==> config.mk <==
export PLATFORM = sky130hd
export DESIGN_NAME = imx_operand_top
export DESIGN_NICKNAME = d
export VERILOG_FILES = /design/src/rtl/imx_pkg.sv /design/src/rtl/imx_prefix_track.sv /design/src/rtl/imx_extend.sv /design/src/rtl/imx_ea_add.sv /design/src/rtl/imx_operand_top.sv
export SDC_FILE = /design/constraint.sdc
export NUM_CORES = 1
export LEC_CHECK = 0
export BUFFER_PORTS_ARGS = -buffer_cell sky130_fd_sc_hd__buf_2
export CAP_MARGIN = 30
export CORE_AREA = 2 2 63 65
export CTS_BUF_LIST = sky130_fd_sc_hd__clkbuf_4
export CTS_CLUSTER_DIAMETER = 50
export DETAILED_ROUTE_END_ITERATION = 10
export DIE_AREA = 0 0 65 67
export GPL_TIMING_DRIVEN = 0
export PLACE_DENSITY_LB_ADDON = 0.12
export SLEW_MARGIN = 5
export SYNTH_ARGS = -nofsm -noshare
export SYNTH_HDL_FRONTEND = slang
export SYNTH_SLANG_ARGS = --single-unit
==> constraint.sdc <==
create_clock -name clk -period 3.6 [get_ports clk]
set_input_delay 0.18 -clock clk [delete_from_list [all_inputs] [get_ports clk]]
set_output_delay 0.18 -clock clk [all_outputs]
set_load 0.01 [all_outputs]
==> src/rtl/imx_pkg.sv <==
package imx_pkg;
  localparam int WORD_W  = 16;
  localparam int FIELD_W = 4;
  localparam int OPC_W   = 4;
  localparam int PAY_W   = WORD_W - FIELD_W;
  localparam logic [OPC_W-1:0] PREFIX_OPC = 4'hD;

  typedef enum logic [1:0] {
    MODE_ARITH     = 2'b00,
    MODE_WORD      = 2'b01,
    MODE_BYTE      = 2'b10,
    MODE_ARITH_ALT = 2'b11
  } ext_mode_e;

  function automatic logic [WORD_W-1:0] sext_field(input logic [FIELD_W-1:0] f);
    return {{(WORD_W-FIELD_W){f[FIELD_W-1]}}, f};
  endfunction

  function automatic logic [WORD_W-1:0] zext_field(input logic [FIELD_W-1:0] f);
    return {{(WORD_W-FIELD_W){1'b0}}, f};
  endfunction

  function automatic logic [WORD_W-1:0] word_field(input logic [FIELD_W-1:0] f);
    return {{(WORD_W-FIELD_W-1){1'b0}}, f, 1'b0};
  endfunction

  function automatic logic [WORD_W-1:0] join_prefix(input logic [WORD_W-1:0] prev,
                                                    input logic [FIELD_W-1:0] f);
    return {prev[PAY_W-1:0], f};
  endfunction
endpackage

==> src/rtl/imx_prefix_track.sv <==
module imx_prefix_track
  import imx_pkg::*;
(
  input  logic              clk,
  input  logic              rst_n,
  input  logic              retire_i,
  input  logic [WORD_W-1:0] insn_i,
  output logic              pfx_valid_o,
  output logic [WORD_W-1:0] prev_insn_o
);
  logic              is_pfx_op;
  logic              pfx_q;
  logic [WORD_W-1:0] prev_q;

  assign is_pfx_op = (insn_i[WORD_W-1 -: OPC_W] == PREFIX_OPC);

  always_ff @(posedge clk or negedge rst_n) begin
    if (!rst_n) begin
      pfx_q  <= 1'b0;
      prev_q <= '0;
    end else if (retire_i) begin
      pfx_q  <= is_pfx_op;
      prev_q <= insn_i;
    end
  end

  assign pfx_valid_o = pfx_q;
  assign prev_insn_o = prev_q;

  assert_pfx_set_R2: assert property (@(posedge clk) disable iff (!rst_n)
    (retire_i && is_pfx_op) |=> pfx_q);
  assert_pfx_clr_R3: assert property (@(posedge clk) disable iff (!rst_n)
    (retire_i && !is_pfx_op) |=> !pfx_q);
  assert_hold_R4: assert property (@(posedge clk) disable iff (!rst_n)
    !retire_i |=> ($stable(pfx_q) && $stable(prev_q)));
endmodule

==> src/rtl/imx_extend.sv <==
module imx_extend
  import imx_pkg::*;
(
  input  logic              clk,
  input  logic              rst_n,
  input  logic [WORD_W-1:0] insn_i,
  input  logic [WORD_W-1:0] prev_i,
  input  logic              pfx_i,
  input  logic [1:0]        mode_i,
  output logic [WORD_W-1:0] imm_o
);
  logic [FIELD_W-1:0] field;
  logic [WORD_W-1:0]  short_imm;
  ext_mode_e          mode;

  assign field = insn_i[FIELD_W-1:0];
  assign mode  = ext_mode_e'(mode_i);

  always_comb begin
    unique case (mode)
      MODE_WORD:                short_imm = word_field(field);
      MODE_BYTE:                short_imm = zext_field(field);
      MODE_ARITH, MODE_ARITH_ALT: short_imm = sext_field(field);
      default:                  short_imm = sext_field(field);
    endcase
  end

  assign imm_o = pfx_i ? join_prefix(prev_i, field) : short_imm;

  assert_pfx_low_R5: assert property (@(posedge clk) disable iff (!rst_n)
    pfx_i |-> (imm_o[FIELD_W-1:0] == insn_i[FIELD_W-1:0]));
  assert_sign_R6: assert property (@(posedge clk) disable iff (!rst_n)
    (!pfx_i && (mode_i == 2'b00 || mode_i == 2'b11)) |->
      ($countones(imm_o[WORD_W-1:FIELD_W-1]) == 0 ||
       $countones(imm_o[WORD_W-1:FIELD_W-1]) == WORD_W-FIELD_W+1));
  assert_byte_R7: assert property (@(posedge clk) disable iff (!rst_n)
    (!pfx_i && mode_i == 2'b10) |-> (imm_o[WORD_W-1:FIELD_W] == '0));
  assert_word_R8: assert property (@(posedge clk) disable iff (!rst_n)
    (!pfx_i && mode_i == 2'b01) |-> (imm_o[0] == 1'b0 && imm_o[WORD_W-1:FIELD_W+1] == '0));
endmodule

==> src/rtl/imx_ea_add.sv <==
module imx_ea_add
  import imx_pkg::*;
(
  input  logic [WORD_W-1:0] base_i,
  input  logic [WORD_W-1:0] imm_i,
  output logic [WORD_W-1:0] ea_o
);
  logic [WORD_W:0] full_sum;
  assign full_sum = {1'b0, base_i} + {1'b0, imm_i};
  assign ea_o     = full_sum[WORD_W-1:0];
endmodule

==> src/rtl/imx_operand_top.sv <==
module imx_operand_top
  import imx_pkg::*;
(
  input  logic        clk,
  input  logic        rst_n,
  input  logic        retire_i,
  input  logic [15:0] insn_i,
  input  logic [1:0]  mode_i,
  input  logic [15:0] base_i,
  output logic [15:0] imm_o,
  output logic [15:0] ea_o
);
  logic              pfx_valid;
  logic [WORD_W-1:0] prev_insn;

  imx_prefix_track u_track (
    .clk(clk), .rst_n(rst_n), .retire_i(retire_i), .insn_i(insn_i),
    .pfx_valid_o(pfx_valid), .prev_insn_o(prev_insn)
  );

  imx_extend u_ext (
    .clk(clk), .rst_n(rst_n), .insn_i(insn_i), .prev_i(prev_insn),
    .pfx_i(pfx_valid), .mode_i(mode_i), .imm_o(imm_o)
  );

  imx_ea_add u_add (
    .base_i(base_i), .imm_i(imm_o), .ea_o(ea_o)
  );

  assert_ea_nopfx_byte_R9: assert property (@(posedge clk) disable iff (!rst_n)
    (!pfx_valid && mode_i == 2'b10) |-> (ea_o[15:4] == base_i[15:4] ||
                                         ea_o[15:4] == base_i[15:4] + 12'd1));
endmodule

==> run metrics <==
M1 GR Usage 22.2%; WS Path Type reg2out; Reg power frac 25.4%; Max VDD drop 0.000159 V; global route hottest layer met2; worst setup margin 0.319 ns; CP Max Fanout 8; Avg Cell Area, Syn 8.27 µm²; clock latency at the later pin of the worst-skew pair 0.28 ns; P_leak 0.00103 µW; H-Tree Depth 1; gp weighted congestion 0.716; Pre-antenna DRT Iters 4; fin crit period 3.28 ns; unrepaired setup endpoints after global routing false; # nets final 302; net switching share of the total power 41.0%; TritonCTS buffer count 3; synthesized flop and latch total 13; Mapped Area 1430 µm²; Crit. End Element primary output; FMAX 0.305 GHz; worst min path class in2reg; Min Hold Slack 0.105 ns; largest net degree at the start of global routing 14; Post-synth ARST share 100%; sequential cell area fraction in the yosys report 22.7%; Max-cap violations 0; top cell type's share of synthesized area 22.7%; setup TNS 0 ns; power share of the combinational group 59.3%; Yosys cell types 40; max_slew headroom 72.9%; GR Util met3 3.72%; max-slew violations 0; GR Util met2 30.7%; Die ar. 4360 µm²; P_int 376 µW; crit share post-route 91.1%; routed vias/inst 5.07; ANT nets after route 0; Starting Density 39.7%; post-CTS sizing 0; WL/cell 12.5 µm; Clock Skew 0 ns; most frequent cell after synthesis a21oi_1; Starting DRT DRC Count 72; top post-synthesis cells by area dfrtp_1 (23%), ha_1 (15%), a21oi_1 (6.3%); core area 3610 µm²; setup bufs post-CTS 0; first-pass GRT wire length 5970 µm; most frequent cells after synthesis a21oi_1 (18), ha_1 (17), o21ai_0 (16), nand2_1 (15); number of global-route vias before repair 1375; DP HPWL 3090 µm; most used flip-flop cell after synthesis dfrtp_1; PortBufs 68; Critical Path AT 3.10 ns; Clock Path Buffers 2; cell count after synthesis 173; startpoint types flip-flop; grt ovf 0; CTS tree built; Fillers 368; DRC Markers 0; Synth warnings 0; number of diodes 0; num ports 69; slew at the pin closest to its max-slew limit 0.407 ns; area delta synth->final 30.8%; Place WS 0.505 ns; final hold viol count 0; die width 65 µm; overall power 636 µW; # setup viols final 0; Worst Path Required 3.42 ns; Post-Syn Nets 228; Die H 67 µm; fraction of layout cells with a size suffix above 1 33.7%; std cell rows 22; number of antenna violations at the first check in global routing 0; outcome finished clean; drt total wl 3680 µm; Root Buffer Master clkbuf_4; P_sw 261 µW; Clk pin slew, worst setup/hold paths 0.08 ns; Clk network pwr share 15.3%; TritonCTS Sinks 13; Via Count 1491; area leader, netlist dfrtp_1; number of flops mapped to enable cells by yosys 0; total track usage 17.5%; pwr/cell area 340 nW/µm²
-- layout by cell type (no fill, tap or decap), types with 7 or more instances in the layout --
cell type / n
a21o_1: 10
a21oi_1: 18
buf_2: 71
clkbuf_1: 7
dfrtp_1: 13
ha_1: 17
inv_1: 13
nand2_1: 15
o21ai_0: 16
xnor2_1: 7
-- layout make-up --
class / count / area, µm² / area share, %
Sequential cell: 13 / 325 / 17.4
Buffer: 10 / 41.3 / 2.21
Tap cell: 48 / 60.1 / 3.21
Inverter: 13 / 48.8 / 2.61
Clock buffer: 4 / 30.0 / 1.61
Timing Repair Buffer: 69 / 350 / 18.7
Multi-Input combinational cell: 137 / 1010 / 54.2
-- path summary, 6_finish.rpt --
kind	startpoint	to	slack (ns)	cells past startpoint
max in group asynchronous	rst_n	u_track.prev_insn_o[10]	3.07	2
setup / recovery	u_track.pfx_valid_o	ea_o[14]	0.32	11
min in group asynchronous	rst_n	u_track.prev_insn_o[11]	0.31	2
hold reg to reg	u_track.prev_insn_o[0]	u_track.prev_insn_o[0]	0.52	1
setup reg to reg	u_track.pfx_valid_o	u_track.pfx_valid_o	2.66	2
hold / removal	insn_i[11]	u_track.prev_insn_o[11]	0.10	3
-- kinds of logic (layout without fill, tap and decap cells) --
kind of cell | count (synthesis) | count (layout) | synth area share, %
AO/OA/AOI/OAI | 65 | 65 | 31.0
AND/OR/NAND/NOR | 37 | 37 | 12.8
adder cells (fa/ha/maj) | 18 | 18 | 16.3
multiplexers | 4 | 4 | 2.97
buffers and inverters | 23 | 96 | 6.30
XOR/XNOR | 13 | 13 | 7.96
flip-flops | 13 | 13 | 22.7
-- timing repair --
action	in CTS	in global routing
hold endpoints to repair	13	0
endpoints found under the setup margin	0	0
hold buffers	1	0
-- metal layers --
metal  vias to the layer above  part of all wire [%]
met5                         -                     0
met4                         0                     0
met3                         0                   6.2
met2                        47                    48
met1                       673                    45
li1                        771                     -
-- power groups by stage --
stage / Combinational, µW / Clock, µW / Sequential (µW)
3_3_place_gp: 376 / 0 / 164
5_1_grt: 421 / 109 / 163
2_1_floorplan: 251 / 0 / 164
3_5_place_dp: 380 / 0 / 165
4_1_cts: 382 / 102 / 162
6_report: 377 / 97.4 / 162
-- worst max-delay path: stages (launching register included) --
cell      delay [ns]
dfrtp_1         0.36
clkbuf_1        0.17
o21bai_1        0.24
and2_1          0.20
ha_1            0.23
fa_1            0.42
a21o_1          0.20
a311o_1         0.37
a21oi_2         0.22
o21ai_1         0.11
xor2_1          0.15
buf_2           0.14
-- metrics by stage --
stage / utilization, % / cells / cell area [µm²]
2_1_floorplan: - / 173 / 1430
3_3_place_gp: 50.8 / 289 / 1830
3_5_place_dp: 50.8 / 289 / 1830
4_1_cts: 51.9 / 294 / 1870
5_1_grt: 51.9 / 294 / 1870
6_report: 51.9 / 294 / 1870
-- flip-flops by register name, summed over array words and instances, names as in the netlist --
name / flops
u_track.pfx_valid_o: 1
u_track.prev_insn_o: 12
No activity file was read; power rests on OpenSTA's default activity.
